`src/rtl/mem_pattern_bist.sv`:
```
module mem_pattern_bist #(
  parameter int DW = 8,
  parameter int AW = 4
) (
  input  logic          clk,
  input  logic          rst_n,
  input  logic          start,
  output logic [AW-1:0] mem_addr,
  output logic [DW-1:0] mem_wdata,
  output logic          mem_we,
  input  logic [DW-1:0] mem_rdata,
  output logic          busy,
  output logic          done,
  output logic          fail,
  output logic [AW-1:0] fail_addr,
  output logic [DW-1:0] fail_exp,
  output logic [DW-1:0] fail_obs
);
  localparam int SW = (DW > 1) ? $clog2(DW) : 1;
  localparam logic [SW-1:0] STEP_LAST = SW'(DW - 1);
  localparam logic [1:0] PH_ZERO = 2'd0, PH_ONE = 2'd1, PH_W1 = 2'd2, PH_W0 = 2'd3;

  typedef enum logic [2:0] {S_IDLE, S_WR, S_RD, S_CMP, S_END} state_t;

  state_t        state;
  logic [1:0]    phase;
  logic [SW-1:0] step;
  logic [AW-1:0] addr;
  logic [DW-1:0] pat;
  logic [DW-1:0] bitmask;

  assign bitmask = DW'(1) << step;

  always_comb begin
    case (phase)
      PH_ZERO: pat = '0;
      PH_ONE:  pat = '1;
      PH_W1:   pat = bitmask;
      default: pat = ~bitmask;
    endcase
  end

  assign mem_addr  = addr;
  assign mem_wdata = pat;
  assign mem_we    = (state == S_WR);
  assign busy      = (state == S_WR) || (state == S_RD) || (state == S_CMP);
  assign done      = (state == S_END);

  always_ff @(posedge clk) begin
    if (!rst_n) begin
      state     <= S_IDLE;
      phase     <= PH_ZERO;
      step      <= '0;
      addr      <= '0;
      fail      <= 1'b0;
      fail_addr <= '0;
      fail_exp  <= '0;
      fail_obs  <= '0;
    end else begin
      case (state)
        S_IDLE, S_END: begin
          if (start) begin
            state     <= S_WR;
            phase     <= PH_ZERO;
            step      <= '0;
            addr      <= '0;
            fail      <= 1'b0;
            fail_addr <= '0;
            fail_exp  <= '0;
            fail_obs  <= '0;
          end
        end
        S_WR: state <= S_RD;
        S_RD: state <= S_CMP;
        S_CMP: begin
          if (mem_rdata != pat) begin
            fail      <= 1'b1;
            fail_addr <= addr;
            fail_exp  <= pat;
            fail_obs  <= mem_rdata;
            state     <= S_END;
          end else if (phase[1] && step != STEP_LAST) begin
            step  <= step + 1'b1;
            state <= S_WR;
          end else begin
            step <= '0;
            if (addr != '1) begin
              addr  <= addr + 1'b1;
              state <= S_WR;
            end else begin
              addr <= '0;
              if (phase == PH_W0) begin
                state <= S_END;
              end else begin
                phase <= phase + 1'b1;
                state <= S_WR;
              end
            end
          end
        end
        default: state <= S_IDLE;
      endcase
    end
  end

  AST_WE_ONLY_BUSY: assert property (@(posedge clk) disable iff (!rst_n)
    mem_we |-> busy);
  AST_READ_AFTER_WRITE: assert property (@(posedge clk) disable iff (!rst_n)
    mem_we |=> (!mem_we && busy && mem_addr == $past(mem_addr)));
  AST_BUSY_DONE_EXCL: assert property (@(posedge clk) disable iff (!rst_n)
    !(busy && done));
  AST_FAIL_STOPS: assert property (@(posedge clk) disable iff (!rst_n)
    $rose(fail) |-> (done && !mem_we));
  AST_WALK1_ONEHOT: assert property (@(posedge clk) disable iff (!rst_n)
    (mem_we && phase == PH_W1) |-> ($countones(mem_wdata) == 1));
  AST_WALK0_ONECOLD: assert property (@(posedge clk) disable iff (!rst_n)
    (mem_we && phase == PH_W0) |-> ($countones(~mem_wdata) == 1));
  AST_DONE_HOLD: assert property (@(posedge clk) disable iff (!rst_n)
    (done && !start) |=> (done && $stable(fail) && $stable(fail_addr)
                          && $stable(fail_exp) && $stable(fail_obs)));
endmodule

```
`config.mk`:
```
export PLATFORM = sky130hd
export DESIGN_NAME = mem_pattern_bist
export DESIGN_NICKNAME = d
export VERILOG_FILES = /design/src/rtl/mem_pattern_bist.sv
export SDC_FILE = /design/constraint.sdc
export NUM_CORES = 1
export LEC_CHECK = 0
export CAP_MARGIN = 20
export CORE_MARGIN = 5
export CORE_UTILIZATION = 45
export DETAILED_ROUTE_END_ITERATION = 7
export DONT_BUFFER_PORTS = 1
export PLACE_DENSITY = 0.69
export REMOVE_ABC_BUFFERS = 1
export SYNTH_ARGS = -nofsm -noshare
export SYNTH_HDL_FRONTEND = slang
export SYNTH_SLANG_ARGS = --single-unit
```
`constraint.sdc`:
```
create_clock -name clk -period 5.45 [get_ports clk]
set_clock_uncertainty 0.2 [all_clocks]
set_input_delay 0.8175 -clock clk [delete_from_list [all_inputs] [get_ports clk]]
set_output_delay 0.8175 -clock clk [all_outputs]
set_load 0.005 [all_outputs]
```
Yosys cells after proc, flatten, opt, wreduce, memory -nomap -nowiden
Index checks and enable logic that the tools add are counted.

operators by class
  add/subtract/negate cells = 3
  eq/ne operators = 16
  shift operators = 1
  muxes and demuxes = 32
  bitwise operators = 1
  reductions and logical operators = 11

operators with widths
  operator                                                                count
  8-bit one-hot mux with 2 select lines                                   2
  3-bit 2-to-1 mux                                                        8
  8-bit 2-to-1 mux                                                        3
  8-bit one-hot mux with 3 select lines                                   1
  4-bit 2-to-1 mux                                                        5
  4-bit one-hot mux with 2 select lines                                   2
  3-bit one-hot mux with 4 select lines                                   1
  2-bit 2-to-1 mux                                                        5
  2-bit inequality test (second input constant)                           5
  8-bit inequality test                                                   1
  8-bit NOT                                                               1
  1-bit by 3-bit << shifter with 8-bit output (first input constant)      1
  3-bit by 2-bit equality test with 1-bit output (second input constant)  2
  3-bit one-hot mux with 2 select lines                                   1
  3-bit AND reduction                                                     2
  6-bit AND reduction                                                     1
  4-bit by 1-bit adder with 4-bit output (second input constant)          1
  2-bit equality test (second input constant)                             2
  4-bit inequality test (second input constant)                           1
  2-bit one-hot mux with 2 select lines                                   1
  4-bit AND reduction                                                     1
  3-bit by 1-bit adder with 3-bit output (second input constant)          1
  3-bit by 1-bit equality test with 1-bit output (second input constant)  1
  3-bit equality test (second input constant)                             1
  other kinds (12)                                                        14

word-level totals
  register bits = 33
  input port bits = 11
  output and inout port bits = 36
  word-level logic and storage cells = 72

Depth between registers and ports, before layout
Gate-level depths: netlist of run 1.

  word-level depth = 6
  depth in mapped cells = 11
  depth with buffers taken out = 9

Least setup slack after synthesis of run 1
OpenSTA, ideal clock, no wires.

  path kind = in2reg
  from = input port mem_rdata[5]
  to = register addr[2] (netlist: mem_addr[2])
  library setup time = 72 ps
  data arrival time = 2,268 ps
  data required time = 5,178 ps
  slack = 2,910 ps
  stages on the path = 8
  cells stage by stage = a22oi_1 nor2_1 a311o_1 nor4_1 nand4_1 buf_2 nor3_1 mux2i_1

between the ends
  word-level cells in the longest chain between the ends = 3

ends and longest elaborated chain
  item                                    line  text
  start: declaration                      11    input logic [DW-1:0] mem_rdata,
  8-bit inequality test                   76    if (mem_rdata != pat) begin
  2-bit inequality test (no source line)  n/a
  4-bit AND reduction (no source line)    n/a
  end signal: assignment                  88    addr <= addr + 1'b1;
  end: declaration                        28    logic [AW-1:0] addr;

No other way between the ends.
A chain may end at the register's enable or synchronous reset.

Worst setup path after layout of run 1
  from = register phase[1]
  to = register fail_obs[3]

between the ends
  word-level cells in the longest chain between the ends = 5
  elaborated cells on any way between the ends = 7
  classes of those cells = eq/ne: 4; mux: 1; reduce/logical: 2

ends and longest elaborated chain
  item                                                                 line  text
  start: declaration                                                   26    logic [1:0] phase;
  start signal: assignment                                             95    phase <= phase + 1'b1;
  2-bit equality test (tied with other cells)                          35    case (phase)
  8-bit one-hot mux with 3 select lines *                              35
  8-bit inequality test *                                              76
  2-bit by 1-bit inequality test with 1-bit output (no source line) *  n/a
  3-bit AND reduction (no source line) *                               n/a
  end signal: assignment                                               80    fail_obs <= mem_rdata;
  end: declaration                                                     17    output logic [DW-1:0] fail_obs

Every way passes the cells marked *; elsewhere a longest branch is shown, timed or not.

==> results of run 1 <==
[kinds of logic after synthesis]
kind of cell             synth area share, %
buffers and inverters                   5.98
XOR/XNOR                                1.35
flip-flops                              33.9
multiplexers                            12.3
adder cells (fa/ha/maj)                 7.07
AO/OA/AOI/OAI                           14.1
AND/OR/NAND/NOR                         25.3
[cell usage in the layout (no fill, tap or decap), types with 3 or more instances in the layout]
| master | synthesis | layout |
|---|---|---|
| o21ai_0 | 8 | 8 |
| and3_1 | 3 | 3 |
| a22o_1 | 4 | 4 |
| mux2i_1 | 24 | 24 |
| xnor2_1 | 3 | 3 |
| dfxtp_1 | 33 | 33 |
| inv_1 | 13 | 13 |
| nor2_1 | 4 | 4 |
| and2_1 | 3 | 3 |
| a32oi_1 | 4 | 4 |
| a21oi_1 | 7 | 7 |
| clkbuf_8 | 0 | 6 |
| nand2_1 | 39 | 39 |
| a31oi_1 | 3 | 3 |
| ha_1 | 11 | 11 |
| nand3_1 | 30 | 30 |
| nand3b_1 | 3 | 3 |
[final cells by class]
type | instances | area [µm²] | share of cell area [%]
clock buffers | 7 | 86.3 | 4.16
clock inverters | 1 | 30.0 | 1.45
inverters | 13 | 48.8 | 2.35
multi-input cells | 178 | 1170 | 56.4
flip-flops and latches | 33 | 661 | 31.8
well taps | 52 | 65.1 | 3.13
repair buffers | 1 | 15.0 | 0.723
[per-layer routing]
layer	wire length, µm	global-route usage (%)
met1	1830	18.2
met2	1990	24.4
met3	404	6.60
met4	61	4.85
met5	0	0
[per-stage QoR]
stage	util [%]	setup WS (ns)	total power (µW)
after floorplan	-	2.22	356
after global placement	45.6	1.58	381
after detailed placement	45.6	1.50	382
after CTS	48.3	1.47	623
after global routing	48.7	1.46	651
final	48.7	1.64	616
[critical path, stage by stage, from the launching register on]
cell and delay (ns):
dfxtp_1 0.43, ha_1 0.43, a311oi_1 0.12, and2_0 0.20
a311o_1 0.31, nor4_1 0.40, nand4_1 0.51, nand2_1 0.70
buf_8 0.25, mux2i_1 0.19
[how the worst max path moves through the flow]
stage,to
final,fail_obs[3]$_SDFFE_PN0P_
after global placement,fail$_SDFFE_PN0P_
after CTS,fail_addr[2]$_SDFFE_PN0P_
after global routing,fail_addr[2]$_SDFFE_PN0P_
after detailed placement,fail$_SDFFE_PN0P_
after floorplan,fail$_SDFFE_PN0P_
[state kept, by name (all words and copies together), names as in the netlist]
signal,count
fail_exp,8
fail_obs,8
mem_addr,4
state,3
phase,2
fail_addr,4
fail,1
step,3
[power by group]
group | internal [µW] | leakage, µW | switching [µW]
logic | 39.9 | 0.000546 | 70.0
clock network | 149 | 0.0000585 | 88.4
registers | 254 | 0.000266 | 14.1
total | 443 | 0.000871 | 173
==> impl_metrics.toml, run 1 <==
[setup_path]
worstPathRequired_ns = 5.46
startpoint = "phase[1]$_SDFFE_PN0P_"
r2r_setup_slack_ns = 1.64
cp.arrival_ns = 3.83
start_kind = "flop"
timing.rr.end = "fail_obs[3]$_SDFFE_PN0P_"
crit_type = "reg2reg"
timing.rr.start = "phase[1]$_SDFFE_PN0P_"
critPathMaxFanout = 13
worstSetupEndpointType = "flop"
r2r_cells = 9

[global_route]
grt_max_degree = 55
grt.total_usage_pct = 15.2
grt_pass1_vias = 1516
overflow = 0
grt_first_pass_wirelength_um = 6780
antenna_found_initial = 0

[synth]
synth-edff-count = 0
ys_ff_latch = 33
syn_area_um2 = 1950
synth_common_cells = "nand2_1 (39), dfxtp_1 (33), nand3_1 (30), mux2i_1 (24), inv_1 (13)"
ys_seq_area_share_pct = 33.9
avgSynthCellArea_um2 = 8.18
ys_types = 43
synth.top_cells.by_area = "dfxtp_1 (34%), mux2i_1 (12%), nand3_1 (7.7%), nand2_1 (7.5%), ha_1 (7.1%)"
ys_warn_count = 0
async_reset_ff_share_pct = 0
synth_top_cell_by_area = "dfxtp_1"
synth.top_cell.area_share_pct = 33.9
synthFlopType = "dfxtp_1"
synth_most_common_cell = "nand2_1"
netlist_instances = 238

[place]
place_hpwl_um = 3050
place_area_um2 = 1940
portBuffers = 0
gp_congestion = 0.878
placedCellCount = 276

[floorplan]
start_util_pct = 45.7
die_x_um = 75.8
core_area_um2 = 4260
dieHeight_um = 75.8
rows = 24
pin_count = 47
dieArea_um2 = 5740

[timing]
min_period_over_period_pct = 70.0
worstMarginPinSlew_ns = 0.963
hold_slack_ns = 0.282
relSlewSlack_pct = 35.6
clock.fmax_mhz = 262
setup_viol = 0
final.min_clock_period_ns = 3.81
final-hold-violation-count = 0
slew_violations = 0
rsz0062_at_grt = "no"
fin_tns_setup_ns = 0

[clocking]
cts_hold_buf = 0
clockBufferDepth = 2
htree_levels = 2
cts_root_buffer = "clkbuf_8"
clk_latency_ns = 0.28
cts_made_buffers = 5
numClockSinks = 33
cts_resized = 0
clk_pin_slew_worst_paths_ns = 0.07
cts_tree = "done"
cts_setup_buffers = 0

[final_layout]
fin_nets = 254
fin_cells = 285
final_design_area_no_fill_um2 = 2080
drive_gt1_share_pct = 4.72
antennaDiodeCount = 0
fill_cells = 433
layout-area-overhead-vs-synth_pct = 6.62

[drt]
drtIter0Drc = 131
wl_per_cell_um = 15.1
drc = 0
drt-total-wl_um = 4290
via_per_inst = 5.86
dr.pass1.iters = 4
drtAntennaViolNets = 0
vias = 1671

[worst_hold_path]
hp-class = "reg2reg"
hold_depth = 2
min_to = "fail$_SDFFE_PN0P_"
hp-start = "fail$_SDFFE_PN0P_"

[pwr]
leakagePower_uw = 0.000871
irDropWorstVdd_uv = 285
p_per_area_nw_per_um2 = 297

[status]
outcome = "completed"

[job]
drv_cap = 0
No activity file was read; power rests on OpenSTA's default activity.
==> run 2: changes to the inputs <==
Settings changed: ABC_AREA from default to 1, PLACE_DENSITY 0.69 to 0.71.
Clock period 5.45 ns to 3.5 ns, I/O delays scaled along.
==> run 2 against run 1 <==
Compared with the run above: synthesized cell count is 18% higher; wire length fell by 7.0%; power up 130%; utilization up 0.072 points; sequential cell count stayed put; critical path type unchanged; first-iteration DRC count fell by 44%; cell count rose by 15%; combinational power grew to 5.8 times the previous value; global-route usage is 0.43 points higher.
==> impl_metrics.toml, run 2 <==
[setup_path]
start_kind = "flop"
worstPathRequired_ns = 3.51
critical_path_buf_inv_count = 0
cp.arrival_ns = 2.44
critPathMaxFanout = 20
path_cells = "ha_1 -> nand3_1 -> nand2_2 -> nand2_1 -> nand2_1 -> nand2_1 -> nor2_2 -> nand3_2 -> nand2_2 -> nand2_1 -> a21oi_1"
worstSetupEndpointType = "flop"
crit_type = "reg2reg"
crit_top_cell = "nand2_1"
cp_slowest_stage_delay_ns = 0.45
path_delay_family = "simple AND/OR/NAND/NOR gates"
slowest_stage = "ha_1"

[drt]
via_per_inst = 4.98
wl_per_cell_um = 12.2
drc = 0
drtIter0Drc = 74
dr.pass1.iters = 4
drt-total-wl_um = 3990
drtAntennaViolNets = 0
vias = 1634

[synth]
synthFlopType = "dfxtp_1"
yosys.area_share.simple_pct = 38.5
async_reset_ff_share_pct = 0
synth_top_cell_by_area = "dfxtp_1"
synth_common_cells = "nand2_1 (85), dfxtp_1 (33), inv_1 (30), nand3_1 (26), a21oi_1 (25)"
synth.top_cells.by_area = "dfxtp_1 (35%), nand2_1 (17%), ha_1 (7.2%), nand3_1 (6.8%), a21oi_1 (6.6%)"
synth_mux_area_share_pct = 0
yosys.area_share.adder_pct = 7.22
ys_seq_area_share_pct = 34.7
ys_ff_latch = 33
synth_top_family_by_area = "simple AND/OR/NAND/NOR gates"
netlist_instances = 280
synth_most_common_cell = "nand2_1"
synth_xor_xnor_area_share_pct = 0.919
ys_types = 27
synth.top_cell.area_share_pct = 34.7
synth_compound_area_share_pct = 8.40
synth-edff-count = 0
syn_area_um2 = 1910
ys_warn_count = 0
avgSynthCellArea_um2 = 6.81

[floorplan]
dieArea_um2 = 5640
pin_count = 47
dieHeight_um = 75.1
die_x_um = 75.1
rows = 23
core_area_um2 = 4060
start_util_pct = 47.0

[final_layout]
reg_top3 = "fail_exp (8), fail_obs (8)"
layout_commonest_cell = "nand2_1"
drive_gt1_share_pct = 10.4
fill_cells = 411
layout-area-overhead-vs-synth_pct = 3.81
antennaDiodeCount = 0
mostFrequentLayoutCells = "nand2_1 (85), dfxtp_1 (33), inv_1 (30)"
fin_nets = 299
final_design_area_no_fill_um2 = 1980

[pwr]
leakagePower_uw = 0.000890
irDropWorstVdd_uv = 296
p_per_area_nw_per_um2 = 717
total_power_uw = 1420

[timing]
clock.fmax_mhz = 412
rsz0062_at_grt = "no"
final-hold-violation-count = 0
final.min_clock_period_ns = 2.43
worstMarginPinSlew_ns = 0.690
setup_viol = 0
fin_tns_setup_ns = 0
setup_ws_ns = 1.07
slew_violations = 0
relSlewSlack_pct = 53.9
min_period_over_period_pct = 69.3

[global_route]
grt_max_degree = 24
overflow = 0
met1_usage_pct = 17.9
grt-busiest-layer = "met2"
antenna_found_initial = 0
met3_usage_pct = 4.94
grt_use_met2_pct = 26.8
grt.total_usage_pct = 15.6
grt_first_pass_wirelength_um = 6820
grt_pass1_vias = 1586

[place]
place_ws_ns = 1.05
place_area_um2 = 1900
gp_congestion = 0.852
portBuffers = 0
place_hpwl_um = 3100

[clocking]
clk_latency_ns = 0.29
numClockSinks = 33
cts_root_buffer = "clkbuf_8"
cts_hold_buf = 0
htree_levels = 2
clockBufferDepth = 2
cts_made_buffers = 5
cts_setup_buffers = 0
clk_pin_slew_worst_paths_ns = 0.07
cts_resized = 0
cts_tree = "done"

[job]
drv_cap = 0

[status]
outcome = "completed"

[worst_hold_path]
hp-class = "in2reg"
## run 2: kinds of logic (layout without fill, tap and decap cells)
kind of cell,count (synthesis),count (layout)
fa+ha+maj,11,11
simple gates,160,160
buf+inv,42,40
flops,33,33
xor+xnor,2,2
compound gates,32,32
## run 2: worst paths after layout
check | from | end | slack [ns] | depth (start not counted)
setup / recovery | phase[0]$_SDFFE_PN0P_ | fail_exp[6]$_SDFFE_PN0P_ | 1.07 | 11
hold / removal | rst_n | phase[1]$_SDFFE_PN0P_ | 0.16 | 2
setup reg to reg | phase[0]$_SDFFE_PN0P_ | fail_exp[6]$_SDFFE_PN0P_ | 1.07 | 11
hold reg to reg | fail_obs[5]$_SDFFE_PN0P_ | fail_obs[5]$_SDFFE_PN0P_ | 0.28 | 2
## run 2: metrics by stage
| step | util [%] | hold slack [ns] | cells |
|---|---|---|---|
| 2_1_floorplan | - | 0.257 | 270 |
| 3_3_place_gp | 46.7 | 0.268 | 320 |
| 3_5_place_dp | 46.7 | 0.276 | 320 |
| 4_1_cts | 48.8 | 0.153 | 328 |
| 5_1_grt | 48.8 | 0.154 | 328 |
| 6_report | 48.8 | 0.157 | 328 |
## run 2: power breakdown
group,total (µW),internal [µW],leakage [µW],switching (µW)
sequential,507,435,0.000268,72.1
combinational,633,198,0.000578,435
clock,279,138,0.0000450,141
total,1420,771,0.000890,648
## run 2: layout make-up
cell class,instances,area [µm²],area share (%)
Tap cell,50,62.6,3.16
Inverter,32,123,6.20
Multi-Input combinational cell,205,1050,53.1
Clock buffer,6,72.6,3.67
Sequential cell,33,661,33.4
Clock inverter,2,10.0,0.506
## run 2: layer usage
metal	routed length, µm	vias to the layer above
met3	357	7
met4	63	0
met5	0	-
li1	-	872
met2	1860	46
met1	1710	709
